$ cat src/rtl/tmr8_pkg.sv
package tmr8_pkg;

  typedef enum logic [1:0] {
    ACT_KEEP = 2'b00,
    ACT_TOG  = 2'b01,
    ACT_LOW  = 2'b10,
    ACT_HIGH = 2'b11
  } pin_act_e;

  localparam logic [1:0] MODE_CLR = 2'b01;

  localparam int FLAG_OVF = 0;
  localparam int FLAG_CMP = 1;
  localparam int NFLAG    = 2;

  function automatic logic is_clr_mode(input logic [1:0] mode);
    return mode == MODE_CLR;
  endfunction

  function automatic logic pin_next(input pin_act_e act, input logic cur);
    case (act)
      ACT_TOG:  return ~cur;
      ACT_LOW:  return 1'b0;
      ACT_HIGH: return 1'b1;
      default:  return cur;
    endcase
  endfunction

endpackage

$ cat src/rtl/tmr8_core.sv
module tmr8_core #(
  parameter int W = 8
) (
  input  logic         clk,
  input  logic         rst_n,
  input  logic         tick,
  input  logic         cnt_we,
  input  logic [W-1:0] cnt_wdata,
  input  logic         cmp_we,
  input  logic [W-1:0] cmp_wdata,
  input  logic         clr_mode,
  output logic [W-1:0] count,
  output logic [W-1:0] cmp_val,
  output logic         match_ev,
  output logic         ovf_ev
);

  localparam logic [W-1:0] TOPV = {W{1'b1}};

  function automatic logic [W-1:0] step(input logic [W-1:0] cur,
                                        input logic [W-1:0] cmpv,
                                        input logic         clr);
    if (clr && cur == cmpv) return '0;
    return cur + 1'b1;
  endfunction

  logic [W-1:0] cnt_q, cmp_q, cnt_d;
  logic         live_tick;

  assign live_tick = tick & ~cnt_we;
  assign match_ev  = live_tick & (cnt_q == cmp_q);
  assign ovf_ev    = live_tick & (cnt_q == TOPV);

  always_comb begin
    cnt_d = cnt_q;
    if (cnt_we)    cnt_d = cnt_wdata;
    else if (tick) cnt_d = step(cnt_q, cmp_q, clr_mode);
  end

  always_ff @(posedge clk or negedge rst_n) begin
    if (!rst_n) begin
      cnt_q <= '0;
      cmp_q <= '0;
    end else begin
      cnt_q <= cnt_d;
      if (cmp_we) cmp_q <= cmp_wdata;
    end
  end

  assign count   = cnt_q;
  assign cmp_val = cmp_q;

endmodule

$ cat src/rtl/tmr8_flags.sv
module tmr8_flags #(
  parameter int N = 2
) (
  input  logic         clk,
  input  logic         rst_n,
  input  logic [N-1:0] set_ev,
  input  logic [N-1:0] clr_ev,
  input  logic [N-1:0] irq_en,
  output logic [N-1:0] flag,
  output logic [N-1:0] irq
);

  for (genvar i = 0; i < N; i++) begin : g_flag
    logic f_q;
    always_ff @(posedge clk or negedge rst_n) begin
      if (!rst_n) f_q <= 1'b0;
      else        f_q <= set_ev[i] | (f_q & ~clr_ev[i]);
    end
    assign flag[i] = f_q;
    assign irq[i]  = f_q & irq_en[i];
  end

endmodule

$ cat src/rtl/tmr8_ocu.sv
module tmr8_ocu
  import tmr8_pkg::*;
(
  input  logic       clk,
  input  logic       rst_n,
  input  logic       match_ev,
  input  logic       clr_mode,
  input  logic [1:0] pin_act,
  output logic       oc_pin,
  output logic       oc_oe
);

  pin_act_e act;
  logic     pin_q;

  assign act = pin_act_e'(pin_act);

  always_ff @(posedge clk or negedge rst_n) begin
    if (!rst_n)                     pin_q <= 1'b0;
    else if (match_ev && clr_mode)  pin_q <= pin_next(act, pin_q);
  end

  assign oc_pin = pin_q;
  assign oc_oe  = clr_mode & (act != ACT_KEEP);

endmodule

$ cat src/rtl/tmr8_cmp.sv
module tmr8_cmp
  import tmr8_pkg::*;
#(
  parameter int W = 8
) (
  input  logic         clk,
  input  logic         rst_n,
  input  logic         tick,
  input  logic         cnt_we,
  input  logic [W-1:0] cnt_wdata,
  input  logic         cmp_we,
  input  logic [W-1:0] cmp_wdata,
  input  logic [1:0]   wave_mode,
  input  logic [1:0]   pin_act,
  input  logic         ovf_ie,
  input  logic         cmp_ie,
  input  logic         ovf_ack,
  input  logic         cmp_ack,
  input  logic         flag_clr_we,
  input  logic [1:0]   flag_clr_data,
  output logic [W-1:0] count,
  output logic [W-1:0] cmp_val,
  output logic         ovf_flag,
  output logic         cmp_flag,
  output logic         ovf_irq,
  output logic         cmp_irq,
  output logic         oc_pin,
  output logic         oc_oe
);

  logic             clr_mode;
  logic             match_ev;
  logic             ovf_ev;
  logic [NFLAG-1:0] set_ev, clr_ev, irq_en, flag, irq;

  assign clr_mode = is_clr_mode(wave_mode);

  tmr8_core #(.W(W)) u_core (
    .clk(clk), .rst_n(rst_n), .tick(tick),
    .cnt_we(cnt_we), .cnt_wdata(cnt_wdata),
    .cmp_we(cmp_we), .cmp_wdata(cmp_wdata),
    .clr_mode(clr_mode), .count(count), .cmp_val(cmp_val),
    .match_ev(match_ev), .ovf_ev(ovf_ev)
  );

  assign set_ev[FLAG_OVF] = ovf_ev;
  assign set_ev[FLAG_CMP] = match_ev;
  assign clr_ev[FLAG_OVF] = ovf_ack | (flag_clr_we & flag_clr_data[FLAG_OVF]);
  assign clr_ev[FLAG_CMP] = cmp_ack | (flag_clr_we & flag_clr_data[FLAG_CMP]);
  assign irq_en[FLAG_OVF] = ovf_ie;
  assign irq_en[FLAG_CMP] = cmp_ie;

  tmr8_flags #(.N(NFLAG)) u_flags (
    .clk(clk), .rst_n(rst_n), .set_ev(set_ev), .clr_ev(clr_ev),
    .irq_en(irq_en), .flag(flag), .irq(irq)
  );

  assign ovf_flag = flag[FLAG_OVF];
  assign cmp_flag = flag[FLAG_CMP];
  assign ovf_irq  = irq[FLAG_OVF];
  assign cmp_irq  = irq[FLAG_CMP];

  tmr8_ocu u_ocu (
    .clk(clk), .rst_n(rst_n), .match_ev(match_ev), .clr_mode(clr_mode),
    .pin_act(pin_act), .oc_pin(oc_pin), .oc_oe(oc_oe)
  );

endmodule

$ cat config.mk
export PLATFORM = sky130hd
export DESIGN_NAME = tmr8_cmp
export DESIGN_NICKNAME = d
export VERILOG_FILES = /design/src/rtl/tmr8_pkg.sv /design/src/rtl/tmr8_core.sv /design/src/rtl/tmr8_flags.sv /design/src/rtl/tmr8_ocu.sv /design/src/rtl/tmr8_cmp.sv
export SDC_FILE = /design/constraint.sdc
export NUM_CORES = 1
export LEC_CHECK = 0
export ABC_AREA = 1
export ABC_CLOCK_PERIOD_IN_PS = 1200
export CAP_MARGIN = 40
export CORE_MARGIN = 2
export CORE_UTILIZATION = 36
export CTS_CLUSTER_DIAMETER = 50
export DETAILED_ROUTE_END_ITERATION = 6
export HOLD_SLACK_MARGIN = 0.06
export PLACE_DENSITY = 0.85
export SYNTH_ARGS = -nofsm -noshare
export SYNTH_HDL_FRONTEND = slang
export SYNTH_SLANG_ARGS = --single-unit
$ cat constraint.sdc
create_clock -name clk -period 1.2 [get_ports clk]
set_input_delay 0.24 -clock clk [delete_from_list [all_inputs] [get_ports clk]]
set_output_delay 0.24 -clock clk [all_outputs]
set_load 0.005 [all_outputs]
; Yosys cells after proc, flatten, opt, wreduce, memory -nomap -nowiden
; Cells that the tools add are included.
[classes]
n_addsub = 1
n_eq_ne = 6
mux = 8
bitwise_logic = 18
reduce_logical = 6
[op_table]
columns = operator, count
row1 = two-way mux 8 bit, 4
row2 = AND 1 bit, 10
row3 = "adder 8 x 1 -> 8 bit, second input constant", 1
row4 = equality test 8 bit, 1
row5 = "equality test 8 bit, second input constant", 1
row6 = "equality test 2 x 1 -> 1 bit, second input constant", 2
row7 = "equality test 2 bit, second input constant", 2
row8 = NOT 1 bit, 4
row9 = bitwise OR 1 bit, 4
row10 = nonzero test 2 bit, 2
row11 = two-way mux 1 bit, 3
row12 = case mux 1 bit (3 select lines), 1
row13 = nonzero test 3 bit, 1
row14 = logical AND 1 bit, 2
row15 = AND reduction 2 bit, 1
[word_totals]
ff_bits = 19
inputBits = 32
out_inout_bits = 22
elab_cells = 44

; Logic depth before layout (Yosys ltp)
; Gate-level depths: netlist of run 1.
[depth]
ltp_word = 8
mapped_depth = 11
depth_no_buf = 10

; Hierarchy
; A second synthesis of run 1 with hierarchy kept.
[unflattened]
hier_cells = 148
area_unflattened_um2 = 1178.6
[modules_own_cells]
columns = module, n_inst, cells_each, area_per_inst_um2, seq_area_each_um2
row1 = tmr8_core, 1, 112, 967.2, 400.4
row2 = tmr8_flags, 1, 16, 110.1, 50.0
row3 = tmr8_ocu, 1, 12, 71.3, 25.0
row4 = tmr8_cmp, 1, 8, 30.0, 0.0

; Worst setup path before layout of run 1
; Ideal clock, no wire load.
[synth_timing]
path_type = register to register
startpoint = register u_core.cnt_q[3] (netlist: u_core.count[3])
endpoint = register u_core.cnt_q[5] (netlist: u_core.count[5])
setup_ns = 0.121
arrival_ns = 1.155
required_time_ns = 1.079
setup_slack_ns = -0.076
path_stages_with_launch = 10
path_buffers = 1
synth_period_minus_slack_ns = 1.276
cell_sequence = dfrtp_1 -> buf_4 -> nand2_1 -> nand2_1 -> nor2_1 -> nand2_1 -> nor2_4 -> nand2_4 -> nand3b_1 -> nand2_1
[synth_between]
elab_chain_cells = 8
elab_cells_between_ends = 9
cone_classes = add/sub (1) / eq/ne (1) / mux (6) / reduce/logical (1)
[synth_rtl]
columns = item, line
row1 = from (decl), tmr8_core.sv:27  ; logic [W-1:0] cnt_q, cmp_q, cnt_d;
row2 = from (signal assigned), tmr8_core.sv:45  ; cnt_q <= cnt_d;
row3 = equality test 8 bit, tmr8_core.sv:23  ; if (clr && cur == cmpv) return '0;
row4 = logical AND 1 bit, tmr8_core.sv:23
row5 = two-way mux 1 bit, tmr8_core.sv:23
row6 = two-way mux 1 bit, tmr8_core.sv:37  ; else if (tick) cnt_d = step(cnt_q, cmp_q, clr_mode);
row7 = two-way mux 1 bit, tmr8_core.sv:36  ; if (cnt_we) cnt_d = cnt_wdata;
row8 = two-way mux 8 bit *, tmr8_core.sv:24  ; return cur + 1'b1;
row9 = two-way mux 8 bit *, tmr8_core.sv:37
row10 = two-way mux 8 bit *, tmr8_core.sv:36
; Mark *: on every way between the ends. The rest lies on a longest branch, timed or not. The select of a mux whose other input is x is not followed.
; A chain may end at the register's enable or synchronous reset.

; Worst setup path after layout of run 1
[layout_timing]
startpoint = register u_core.cmp_q[1] (netlist: u_core.cmp_val[1])
endpoint = register u_core.cnt_q[4] (netlist: u_core.count[4])
[layout_between]
elab_chain_cells = 8
[layout_rtl]
columns = item, line
row1 = from (decl), tmr8_core.sv:27
row2 = from (signal assigned), tmr8_core.sv:46  ; if (cmp_we) cmp_q <= cmp_wdata;
row3 = equality test 8 bit, tmr8_core.sv:23
row4 = logical AND 1 bit, tmr8_core.sv:23
row5 = two-way mux 1 bit, tmr8_core.sv:23
row6 = two-way mux 1 bit, tmr8_core.sv:37
row7 = two-way mux 1 bit, tmr8_core.sv:36
row8 = two-way mux 8 bit, tmr8_core.sv:24
row9 = two-way mux 8 bit, tmr8_core.sv:37
row10 = two-way mux 8 bit, tmr8_core.sv:36
; Every way passes these cells. The select of a mux whose other input is x is not followed.

==> results.ini, run 1 <==
[outcome]
run_status=finished, violations left
failed_checks=negative setup slack

[die]
coreArea_mm2=0.00303
io_pins=54
die_h_um=60.1
die-area_mm2=0.00362
start_util=0.375
num_rows=20
die_x_um=60.1

[hold_path]
holdCritPathClass=in -> async

[clock_tree]
clk_pin_slew_worst_paths_ns=0.11
cts_tree=done
worstSkewPairLatency_ns=0.31
clockRootBuffer=clkbuf_4
clkSinkCount=19
numCtsBuffers=3
htreeDepth=1
cts_buffer_depth=2

[sta]
hold_viol=0
setup_viol=15
skew_ns=0.00310
grt_setup_unrepaired=yes
worstMarginPinSlew_ns=0.659
max_slew_margin=0.559
maxSlewViolCount=0
fin_crit_sh=1.18
hold_slack_ns=0.271
layout_min_cycle_time_ns=1.42
layout_setup_ws_ns=-0.217
fmax_ghz=0.706
finalSetupTns_ns=-2.29

[critical_path]
cp.arrival_ns=1.62
crit_fanout=8
worstPathRequired_ns=1.40
crit_path_end_kind=flop
crit_type=reg -> reg
critPathLaunchType=flop

[grt]
antenna_found_initial=0
grtUsageTotal=0.198
grt_max_degree=20
grt_remaining_overflow=0
grt_first_pass_wirelength_um=5400
first_global_vias=1326

[power_and_ir_drop]
p_per_area_mw_per_mm2=855
p_int_w=0.00133
leakage_nw=1.19
vdd_drop_max_mv=0.482
power_frac_comb=0.440
clockPowerShare=0.177
seq_power_share=0.382
power.switching_w=0.000600
switching_share=0.311
p_total_w=0.00193

[cells_and_area]
fin_util=0.746
mostFrequentLayoutCells=42 x buf_4, 41 x nand2_1, 27 x clkdlybuf4s50_1
stdcell_area_mm2=0.00226
nNetsFinal=300
drive_gt1_frac=0.391
area_delta_synth_final_pct=99.0
diodes=0
mostFrequentLayoutCell=buf_4

[place]
io_buffers=53
gp_congestion=0.734
placed_cell_area_mm2=0.00192
dp_hpwl_um=2410

[routing]
num_vias=1473
route.detailed.drc=0
first_pass_iters=4
ant_nets=0
drt_iter0_markers=36
drt-total-wl_um=3820
via_per_inst=4.75
wl_per_cell_um=12.3

[synthesis]
synthDistinctLibCells=25
synth.avg_cell_area_um2=7.32
synth_fp_nets=188
synth_area_mm2=0.00113
postSynthCellCount=155
ys_seq_elements=19
ys_warn_count=0
seq_area_frac_synth=0.419

[run]
cap_viol_max_count=0

-- metal layers --
layer	vias up	global-route usage	routed length [um]
met5	-	0	0
met4	0	0.0762	80
met3	7	0.0346	270
met2	56	0.371	1990
met1	691	0.219	1480
li1	719	-	-
-- flip-flops by register name, indices dropped and copies added, names as in the netlist --
name	count
u_core.cmp_val	8
u_core.count	8
u_flags.g_flag.f_q	2
u_ocu.oc_pin	1
-- power by group through the flow --
stage | logic, W | registers (W) | clock network (W)
floorplan | 0.000221 | 0.000775 | 0
global placement | 0.000602 | 0.000776 | 0
detailed placement | 0.000615 | 0.000778 | 0
CTS | 0.000743 | 0.000732 | 0.000344
global route | 0.000912 | 0.000745 | 0.000374
finish | 0.000851 | 0.000739 | 0.000343
-- kinds of logic (layout without fill, tap and decap cells) --
kind of cell,Yosys count,after routing,synth area share
and+or+nand+nor,80,80,0.313
buffers and inverters,29,140,0.101
AOI/OAI and AO/OA,21,21,0.117
DFF,19,19,0.419
xor gates and xnor gates,5,5,0.0386
adders and majority gates,1,1,0.0110
-- layout make-up --
cell class	count	area, um2
Clock buffer	4	26.3
Fill cell	233	769
Inverter	25	93.8
Multi-Input combinational cell	107	602
Sequential cell	19	478
Tap cell	44	55.1
Timing Repair Buffer	111	1000
-- metrics by stage --
stage	setup slack, ns	std cells
after floorplan	-0.0264	155
after global placement	-0.680	275
after detailed placement	-0.714	275
after CTS	-0.169	306
after global routing	-0.279	310
final	-0.217	310
-- worst max-delay path, cell delays in order (launching register included) --
cell and delay, ns:
dfrtp_1 0.40, buf_6 0.11, inv_1 0.05, nand2_2 0.07
nand2_2 0.05, nor2_2 0.13, nand2_2 0.08, nor2_4 0.17
nand2_4 0.11, nand3b_1 0.09, nand2_1 0.05
-- what timing repair did --
action                     in CTS  in global routing
pin swaps                      17                 18
setup endpoints to repair      33                 25
resized for setup              78                 36
buffers inserted               27                  7
hold buffers                    0                  0
-- synthesized netlist by cell type (all sizes together) --
master,instances,share of area
nor3,1,0.0044
a21oi,3,0.013
dfrtp,19,0.42
o41ai,1,0.0077
nand3b,4,0.026
nor2,10,0.042
or2,2,0.011
o21ai,8,0.035
a22oi,8,0.053
nand2,53,0.18
inv,25,0.083
nand4,1,0.0055
nand3,9,0.040
ha,1,0.011
buf,3,0.015
xor2,5,0.039
a22o,1,0.0077
clkbuf,1,0.0033
-- path summary, 6_finish.rpt --
kind	startpoint	slack (ns)	endpoint	depth (start not counted)
max in group asynchronous	rst_n	0.70	u_core.count[2]	2
hold reg to reg	u_core.count[6]	0.63	u_core.count[6]	3
setup / recovery	u_core.cmp_val[1]	-0.22	u_core.count[4]	10
hold / removal	rst_n	0.27	u_flags.g_flag[1].f_q	2
setup reg to reg	u_core.cmp_val[1]	-0.22	u_core.count[4]	10
min in group clk	pin_act[0]	0.41	u_ocu.oc_pin	5
Note: power is estimated with default switching activity, not from simulation.
==> run 2, diff against run 1 <==
--- a/config.mk
+++ b/config.mk
@@ -14,6 +14,7 @@
 export DETAILED_ROUTE_END_ITERATION = 6
 export HOLD_SLACK_MARGIN = 0.06
 export PLACE_DENSITY = 0.85
+export REMOVE_ABC_BUFFERS = 1
 export SYNTH_ARGS = -nofsm -noshare
 export SYNTH_HDL_FRONTEND = slang
 export SYNTH_SLANG_ARGS = --single-unit
==> run 2 against run 1 <==
The flow still finishes with violations (negative setup slack); hold slack got worse by 0.014 ns; fmax fell by 5.6%; total power rose by 8.3%; routed wire length rose by 25%; largest power group unchanged; clock skew barely moved; clock power rose by 2%; via count rose by 4.8%; register-to-register slack got worse by 0.08 ns; sequential cell count did not move; cell area rose by 6.5%; critical path type unchanged; non-clock buffer count rose by 9; global-route usage rose by 3.4 points.
==> results.ini, run 2 (synthesis gave the netlist of run 1 again) <==
[outcome]
run_status=finished, violations left
failed_checks=negative setup slack

[sta]
layout_min_cycle_time_ns=1.50
fmax_ghz=0.666
skew_ns=0.00336
setup_viol=22
hold_slack_ns=0.258
fin_crit_sh=1.25
max_slew_margin=0.595
finalSetupTns_ns=-3.39
layout_setup_ws_ns=-0.302
hold_viol=0
worstMarginPinSlew_ns=0.605
grt_setup_unrepaired=yes
maxSlewViolCount=0

[critical_path]
critPathLaunchType=flop
crit_path_end_kind=flop
worstPathRequired_ns=1.41
cp.arrival_ns=1.71
crit_fanout=8
crit_type=reg -> reg

[clock_tree]
cts_buffer_depth=2
clockRootBuffer=clkbuf_4
clkSinkCount=19
cts_tree=done
htreeDepth=1
numCtsBuffers=3
worstSkewPairLatency_ns=0.31
clk_pin_slew_worst_paths_ns=0.11

[power_and_ir_drop]
vdd_drop_max_mv=0.667
p_per_area_mw_per_mm2=870
leakage_nw=1.24

[die]
die_x_um=60.1
die-area_mm2=0.00362
io_pins=54
coreArea_mm2=0.00303
die_h_um=60.1
start_util=0.375
num_rows=20

[grt]
grt_max_degree=20
first_global_vias=1508
grtUsageTotal=0.233
grt_remaining_overflow=0
grt_first_pass_wirelength_um=6210
antenna_found_initial=0

[cells_and_area]
nNetsFinal=309
fin_util=0.794
diodes=0
stdcell_area_mm2=0.00240
mostFrequentLayoutCell=buf_4
drive_gt1_frac=0.509
mostFrequentLayoutCells=47 x buf_4, 31 x nand2_1, 30 x buf_6
area_delta_synth_final_pct=112
fillers=189
instances_no_fill=319

[routing]
ant_nets=0
met3_length_um=323
wl_met2_um=2560
num_vias=1544
drt-met1-wl_um=1770
via_per_inst=4.84
drt_iter0_markers=40
route.detailed.drc=0
first_pass_iters=4
drt-total-wl_um=4780
top_layer=met4
wl_per_cell_um=15.0

[place]
io_buffers=53
placed_cells=277
dp_hpwl_um=2380
placed_cell_area_mm2=0.00193
gp_congestion=0.816

[run]
cap_viol_max_count=0

[hold_path]
holdCritPathClass=in -> async

## run 2: cell count changes in the layout (fill, tap and decap cells not counted), sizes merged
cell / before / now
clkbuf: 7 / 9
clkdlybuf4s15: 8 / 3
buf: 69 / 82
dlygate4sd2: 4 / 3
## run 2: metal layers
layer / track usage / vias up
li1: - / 732
met3: 0.0498 / 14
met5: 0 / -
met2: 0.455 / 69
met4: 0.0762 / 0
met1: 0.239 / 729
## run 2: stage by stage
stage,total power [W],worst slack (ns)
after CTS,0.00191,-0.158
after detailed placement,0.00139,-0.694
after floorplan,0.000974,-0.0387
final,0.00209,-0.302
after global routing,0.00220,-0.346
after global placement,0.00137,-0.661
## run 2: final timing paths
check	from	endpoint	slack, ns	depth (start not counted)
max	u_core.count[3]	u_core.count[6]	-0.30	10
max reg2reg	u_core.count[3]	u_core.count[6]	-0.30	10
max in group asynchronous	rst_n	u_core.count[2]	0.71	2
min reg2reg	u_flags.g_flag[0].f_q	u_flags.g_flag[0].f_q	0.63	3
min in group clk	pin_act[0]	u_ocu.oc_pin	0.41	5
min	rst_n	u_ocu.oc_pin	0.26	2
## run 2: worst max-delay path, stage by stage, from the launching register on
cell     delay [ns]
dfrtp_2        0.40
buf_6          0.14
inv_2          0.04
nand2_2        0.07
nand2_2        0.06
nor2_2         0.13
nand2_2        0.09
nor2_4         0.17
nand2_4        0.10
nand3_1        0.12
nand2_1        0.07
## run 2: cell type report
class                   count  area (um2)  area share
multi-input cells         107         662       0.275
clock buffers               4        26.3      0.0109
flip-flops and latches     19         478       0.199
inverters                  25         101      0.0421
repair buffers            120        1080       0.450
well taps                  44        55.1      0.0229
## run 2: report_power, final
part / total, W / internal [W] / switching (W)
Sequential: 0.000743 / 0.000699 / 0.0000447
Combinational: 0.000998 / 0.000568 / 0.000431
Clock: 0.000351 / 0.000130 / 0.000220
## run 2: timing repair
action	CTS	global route
resized for setup	109	55
pin swaps	18	20
endpoints found under the setup margin	33	32
buffers inserted	34	9
hold buffers	0	0
